`src/rtl/pulse_swallow_divider.sv`:
```
module pulse_swallow_divider #(
  parameter int NW      = 11,
  parameter int AW      = 7,
  parameter int RW      = 14,
  parameter int P_SMALL = 32,
  parameter int P_LARGE = 64,
  parameter int N_MIN   = 16,
  parameter int R_MIN   = 8
) (
  input  logic          clk,
  input  logic          rst_n,
  input  logic          vco_en,
  input  logic          ref_en,
  input  logic          sel_small,
  input  logic [NW-1:0] n_ratio,
  input  logic [AW-1:0] a_ratio,
  input  logic [RW-1:0] r_ratio,
  output logic          fp_pulse,
  output logic          fr_pulse,
  output logic          cfg_err
);
  localparam int PCW = $clog2(P_LARGE + 1);

  logic [PCW-1:0] pc;
  logic [NW-1:0]  n_cnt, n_act;
  logic [AW-1:0]  a_cnt, a_act;
  logic           small_act;
  logic [RW-1:0]  r_cnt, r_act;

  logic           swallow, pre_tc, main_tc, main_ok, ref_tc, ref_ok;
  logic [PCW-1:0] pc_last;

  assign swallow = (a_cnt != '0);
  assign pc_last = (small_act ? PCW'(P_SMALL - 1) : PCW'(P_LARGE - 1))
                 + {{(PCW-1){1'b0}}, swallow};
  assign pre_tc  = vco_en && (pc == pc_last);
  assign main_tc = pre_tc && (n_cnt == NW'(1));
  assign main_ok = ({{(NW-AW){1'b0}}, a_ratio} < n_ratio) && (n_ratio >= NW'(N_MIN));
  assign ref_tc  = ref_en && (r_cnt == RW'(1));
  assign ref_ok  = (r_ratio >= RW'(R_MIN));
  assign cfg_err = !main_ok || !ref_ok;

  always_ff @(posedge clk or negedge rst_n) begin
    if (!rst_n) begin
      pc        <= '0;
      n_cnt     <= NW'(N_MIN);
      a_cnt     <= '0;
      n_act     <= NW'(N_MIN);
      a_act     <= '0;
      small_act <= 1'b1;
      fp_pulse  <= 1'b0;
    end else begin
      fp_pulse <= main_tc;
      if (pre_tc) begin
        pc <= '0;
        if (main_tc) begin
          if (main_ok) begin
            n_act     <= n_ratio;
            a_act     <= a_ratio;
            small_act <= sel_small;
            n_cnt     <= n_ratio;
            a_cnt     <= a_ratio;
          end else begin
            n_cnt <= n_act;
            a_cnt <= a_act;
          end
        end else begin
          n_cnt <= n_cnt - NW'(1);
          if (swallow) a_cnt <= a_cnt - AW'(1);
        end
      end else if (vco_en) begin
        pc <= pc + PCW'(1);
      end
    end
  end

  always_ff @(posedge clk or negedge rst_n) begin
    if (!rst_n) begin
      r_cnt    <= RW'(R_MIN);
      r_act    <= RW'(R_MIN);
      fr_pulse <= 1'b0;
    end else begin
      fr_pulse <= ref_tc;
      if (ref_tc) begin
        if (ref_ok) begin
          r_cnt <= r_ratio;
          r_act <= r_ratio;
        end else begin
          r_cnt <= r_act;
        end
      end else if (ref_en) begin
        r_cnt <= r_cnt - RW'(1);
      end
    end
  end

  p_prescaler_bound_r2: assert property (@(posedge clk) disable iff (!rst_n)
    pc <= pc_last);

  p_swallow_below_n_r2: assert property (@(posedge clk) disable iff (!rst_n)
    {{(NW-AW){1'b0}}, a_cnt} < n_cnt);

  p_fp_single_r4: assert property (@(posedge clk) disable iff (!rst_n)
    fp_pulse |=> !fp_pulse);

  p_fr_single_r5: assert property (@(posedge clk) disable iff (!rst_n)
    fr_pulse && r_act > RW'(1) |=> !fr_pulse);

  p_idle_holds_r6: assert property (@(posedge clk) disable iff (!rst_n)
    !vco_en |=> $stable(pc) && $stable(n_cnt) && !fp_pulse);

  p_no_midcycle_load_r7: assert property (@(posedge clk) disable iff (!rst_n)
    !main_tc |=> $stable(n_act) && $stable(a_act) && $stable(small_act));

  p_invalid_held_r8: assert property (@(posedge clk) disable iff (!rst_n)
    main_tc && cfg_err && !main_ok |=> $stable(n_act) && $stable(a_act));

  p_ref_invalid_held_r8: assert property (@(posedge clk) disable iff (!rst_n)
    ref_tc && !ref_ok |=> $stable(r_act));
endmodule

```
`config.mk`:
```
export PLATFORM = sky130hd
export DESIGN_NAME = pulse_swallow_divider
export DESIGN_NICKNAME = d
export VERILOG_FILES = /design/src/rtl/pulse_swallow_divider.sv
export SDC_FILE = /design/constraint.sdc
export NUM_CORES = 1
export LEC_CHECK = 0
export ABC_AREA = 1
export BUFFER_PORTS_ARGS = -buffer_cell sky130_fd_sc_hd__buf_2
export CAP_MARGIN = 20
export CORE_ASPECT_RATIO = 1.4
export CORE_UTILIZATION = 60
export CTS_BUF_LIST = sky130_fd_sc_hd__clkbuf_4 sky130_fd_sc_hd__clkbuf_8
export CTS_CLUSTER_DIAMETER = 120
export DETAILED_ROUTE_END_ITERATION = 6
export HOLD_SLACK_MARGIN = 0.03
export MAX_ROUTING_LAYER = met4
export PLACE_DENSITY = 0.8
export RECOVER_POWER = 25
export SLEW_MARGIN = 10
export SYNTH_ARGS = -nofsm -noshare
export SYNTH_HDL_FRONTEND = slang
export SYNTH_SLANG_ARGS = --single-unit
```
`constraint.sdc`:
```
create_clock -name clk -period 3.59 [get_ports clk]
set_input_delay 0.359 -clock clk [delete_from_list [all_inputs] [get_ports clk]]
set_output_delay 0.359 -clock clk [all_outputs]
set_load 0.005 [all_outputs]
```
* Yosys cells after proc, flatten, opt, wreduce, memory -nomap -nowiden *
Index checks and enable logic that the tools add are counted.

word-level totals
  flip-flop bits (word level) = 74
  input port bits = 37
  output and inout bits = 3
  word-level logic and storage cells = 46

operators by class
  add/sub/neg operators = 5
  order comparisons = 3
  equality and inequality tests = 3
  multiplexer cells = 11
  reductions and logical operators = 14

operator list
  cell                                                                number
  two-way mux 14 bit                                                  3
  two-way mux 7 bit                                                   5
  two-way mux 11 bit                                                  2
  equality test 14 x 1 -> 1 bit, second input constant                1
  greater-or-equal comparator 14 x 4 -> 1 bit, second input constant  1
  subtractor 14 x 1 -> 14 bit, second input constant                  1
  equality test 11 x 1 -> 1 bit, second input constant                1
  greater-or-equal comparator 11 x 5 -> 1 bit, second input constant  1
  less-than comparator 7 x 11 -> 1 bit                                1
  subtractor 11 x 1 -> 11 bit, second input constant                  1
  adder 6 x 1 -> 7 bit                                                1
  adder 7 x 1 -> 7 bit, second input constant                         1
  equality test 7 bit                                                 1
  nonzero test 7 bit                                                  1
  subtractor 7 x 1 -> 7 bit, second input constant                    1
  two-way mux 6 bit                                                   1
  nonzero test 2 bit                                                  3
  logical AND 1 bit                                                   4
  AND reduction 2 bit                                                 2
  AND reduction 3 bit                                                 1
  zero test 1 bit                                                     2
  logical OR 1 bit                                                    1

* Logic depth before layout (Yosys ltp) *
  word-level depth = 7
  gate-level depth with buffers = 17
  mapped depth without buffers = 17

* Least setup slack after synthesis *
OpenSTA, ideal clock, no wires.

  kind = flip-flop to flip-flop
  start = reg a_cnt[0]
  end = reg a_cnt[6]
  arrival = 2.086 ns
  required time = 3.467 ns
  slack = 1.381 ns
  cell stages (with the launch flop) = 18
  buffers on the path = 0
  clock period less this slack = 2.209 ns
  path through = dfrtp_1 > inv_1 > ha_1 > nand2_1 > nor2_1 > nand2_1 > ha_1 > inv_1 > nand2_1 > nand2_1 > nor2_2 > nand2_1 > nor2_4 > nand2_1 > inv_2 > nand2_1 > nand2_1 > nand2_1

on the way
  cells in the longest elaborated chain, start to end = 7
  elaborated cells between the ends (all ways) = 10
  those cells by class = add/sub (2); eq/ne (1); mux (2); reduce/logical (5)

ends and longest elaborated chain
  item                                  RTL line  source
  from (decl)                           26        logic [AW-1:0] a_cnt, a_act;
  from (signal assigned)                62        a_cnt <= a_ratio;
  from (signal assigned)                65        a_cnt <= a_act;
  from (signal assigned)                69        if (swallow) a_cnt <= a_cnt - AW'(1);
  nonzero test 7 bit                    33        assign swallow = (a_cnt != '0);
  adder 6 x 1 -> 7 bit                  35        + {{(PCW-1){1'b0}}, swallow};
  equality test 7 bit                   36        assign pre_tc = vco_en && (pc == pc_last);
  logical AND 1 bit                     36
  logical AND 1 bit                     37        assign main_tc = pre_tc && (n_cnt == NW'(1));
  nonzero test 2 bit (no source line)   --
  AND reduction 2 bit (no source line)  --

Parallel ways exist; a longest one is shown, timed or not. The select of a mux whose other input is x is not followed.
A chain may end at the register's enable or synchronous reset.

* Worst setup path after layout *
  start = reg a_cnt[0]
  end = reg a_cnt[3]

Same word-level chain as after synthesis.

==> insert_results.sql <==
INSERT INTO impl_metrics (metric_group, metric, value, unit) VALUES
('floorplan', 'rows', '37', ''),
('finish', 'fill_cells', '655', ''),
('power_and_ir_drop', 'power.static_leakage', '2.72', 'nW'),
('drt', 'drc', '0', ''),
('setup_path', 'ff2ff_setup_slack', '0.76', 'ns'),
('cts', 'cts.path.max_buffers', '2', ''),
('floorplan', 'initial_util', '62.6', '%'),
('finish', 'flow.area_growth_from_synthesis', '9.21', '%'),
('finish', 'sequential_cell_area', '1860', 'um^2'),
('drt', 'antenna_violating_nets_post_route', '0', ''),
('setup_path', 'worst-r2r-cell-count', '14', ''),
('placement', 'dp_worst_setup_slack', '0.758', 'ns'),
('setup_path', 'reg2reg_to', 'a_cnt[3]', ''),
('sta', 'finalHoldViolations', '0', ''),
('cts', 'worstSkewPairLatency', '0.35', 'ns'),
('sta', 'setup_viol', '0', ''),
('sta', 'timing.setup.tns', '0', 'ns'),
('cts', 'cts_tree', 'yes', ''),
('cts', 'ctsHoldBuffers', '0', ''),
('synthesis', 'post_synth_instance_area', '4630', 'um^2'),
('grt', 'wire_length_of_the_first_global_routing_pass', '18400', 'um'),
('synthesis', 'synth_top_area_cell', 'dfrtp_1', ''),
('setup_path', 'timing.critical_path.arrival', '3.10', 'ns'),
('placement', 'dpl.hpwl', '7990', 'um'),
('placement', 'io_buffer_count', '39', ''),
('drt', 'drt_iter0_drc', '181', ''),
('sta', 'final_period_minus_worst_setup_slack', '2.83', 'ns'),
('cts', 'cts_made_buffers', '9', ''),
('finish', 'antenna_cells_inserted', '0', ''),
('setup_path', 'startpoint_type', 'flip-flop', ''),
('setup_path', 'worst_setup_path_end_kind', 'flip-flop', ''),
('finish', 'post_route_cells_drive_above_1_share', '13.7', '%'),
('worst_hold_path', 'hold_path.class', 'in -> reg', ''),
('drt', 'routed_wl', '10500', 'um'),
('synthesis', 'avgSynthCellArea', '7.18', 'um^2'),
('sta', 'fin_skew', '0.00748', 'ns'),
('worst_hold_path', 'hold_depth', '3', ''),
('outcome', 'failed_checks', 'max-capacitance violations, max-slew violations', ''),
('cts', 'clock_tree.root_cell', 'clkbuf_8', ''),
('floorplan', 'design.core.area', '7410', 'um^2'),
('synthesis', 'netlist.area_leader.share', '37.3', '%'),
('power_and_ir_drop', 'vdd_drop_max', '0.000279', 'V'),
('floorplan', 'die_width', '76.3', 'um'),
('sta', 'grt_setup_unrepaired', 'no', ''),
('grt', 'grt.total_usage', '29.5', '%'),
('synthesis', 'synth-seq-area-share', '40.1', '%'),
('sta', 'worst_pin_slew', '1.82', 'ns'),
('drt', 'detailedRoute.firstPassIterationCount', '5', ''),
('cts', 'cts.htree.levels', '3', ''),
('flow_run', 'cap_violations', '1', ''),
('synthesis', 'yosys-top-cells-area', 'dfrtp_1 (37%), nand2_1 (14%), inv_1 (7.6%)', ''),
('synthesis', 'yosys_warnings', '0', ''),
('cts', 'ctsResizeCount', '0', ''),
('power_and_ir_drop', 'power-per-cell-area', '419', 'nW/um^2'),
('finish', 'design.final.nets', '732', ''),
('sta', 'finalMaxSlewViolations', '75', ''),
('sta', 'max_freq', '0.354', 'GHz'),
('sta', 'worst_slew_margin_rel', '-21.2', '%'),
('floorplan', 'floorplan.die_area', '8080', 'um^2'),
('setup_path', 'worst-path-max-fanout', '27', ''),
('outcome', 'run_status', 'finished with violations', ''),
('floorplan', 'dieHeight', '106', 'um'),
('grt', 'vias_in_the_first_global_route', '4219', ''),
('synthesis', 'synth-seq-cells', '74', ''),
('grt', 'global_route.overflow_total', '0', ''),
('setup_path', 'timing.setup.critical_path_class', 'reg -> reg', ''),
('placement', 'place.gp.congestion', '0.924', ''),
('grt', 'grt_start_max_net_pins', '75', ''),
('floorplan', 'io-pin-count', '40', ''),
('drt', 'average_routed_wire_per_standard_cell', '13.4', 'um'),
('worst_hold_path', 'whs_endpoint', 'small_act', '');
==> critical path, cell delays in order (launching register included) <==
cell     delay [ns]
dfrtp_1        0.39
inv_1          0.11
ha_1           0.23
nand2_1        0.07
nor2_1         0.08
nand2_1        0.09
ha_1           0.30
inv_1          0.04
nand2_1        0.04
nand2_1        0.06
nor2_2         0.19
nand3_4        0.29
nor2_2         0.47
nand3_1        0.21
a21oi_2        0.17
==> stage by stage <==
stage,cells,area (um^2),hold WS [ns],power [mW]
CTS,784,5060,0.173,2.12
detailed placement,768,4880,0.466,1.52
global placement,768,4880,0.464,1.50
floorplan,645,4630,0.0634,1.39
finish,784,5060,0.269,2.12
global route,784,5060,0.275,2.24
==> worst max path at each step <==
stage / start / end / cells after the start
3_3_place_gp: a_cnt[0] / a_cnt[3] / 14
5_1_grt: a_cnt[0] / a_cnt[0] / 14
2_1_floorplan: a_cnt[0] / a_cnt[6] / 17
6_report: a_cnt[0] / a_cnt[3] / 14
4_1_cts: a_cnt[0] / a_cnt[4] / 14
3_5_place_dp: a_cnt[0] / a_cnt[4] / 14
==> cell type report <==
type / instances / area share (%)
Multi-Input combinational cell: 452 / 45.3
Tap cell: 97 / 2.40
Timing Repair Buffer: 42 / 4.30
Clock buffer: 16 / 3.61
Sequential cell: 74 / 36.7
Inverter: 103 / 7.64
==> report_power, final <==
group | leakage (nW) | internal, mW | switching [mW]
combinational | 1.76 | 0.183 | 0.283
clock | 0.0995 | 0.318 | 0.285
sequential | 0.857 | 0.941 | 0.111
==> sequential cells by signal, summed over array words and instances (netlist names), 7 cells and up <==
signal	flops
a_cnt	7
n_act	11
a_act	7
pc	7
r_cnt	14
r_act	14
n_cnt	11
==> per-layer routing <==
metal,part of all wire [%],routed length [um],GRT usage (%)
met5,0,0,-
met4,2.7,286,12.2
met3,3.4,354,3.95
met2,55,5770,55.1
met1,39,4120,30.8
==> layout by cell type (no fill, tap or decap), drive strengths merged <==
cell	instances
nand2	179
o21ai	34
nor3	9
dfrtp	69
nand3b	3
a21oi	30
a22oi	2
or2	2
buf	41
nand3	59
inv	103
ha	13
nor2	69
xor2	9
nand4	18
clkbuf	17
o31ai	1
xnor2	6
a21boi	9
o211ai	5
dfstp	5
nor4	2
o21bai	2
==> Yosys cell counts (all sizes together) <==
master / n
nand3b: 3
xnor2: 6
buf: 10
o31ai: 1
nand4: 18
or2: 2
dfstp: 5
o21bai: 2
nor3: 9
dfrtp: 69
clkbuf: 6
nor4: 2
nand3: 59
inv: 103
a21boi: 9
a21oi: 30
a22oi: 2
o211ai: 5
nand2: 179
xor2: 9
ha: 13
o21ai: 34
nor2: 69
==> cells by family (layout without fill, tap and decap cells) <==
logic type	count (synthesis)	in the layout	share of synthesized area [%]
adders and majority gates	13	13	3.51
AOI/OAI and AO/OA	83	83	10.5
buffers and inverters	119	161	10.4
DFF	74	74	40.1
and+or+nand+nor	341	341	32.7
xor gates and xnor gates	15	15	2.84
Power figures use the tool's default switching activity.
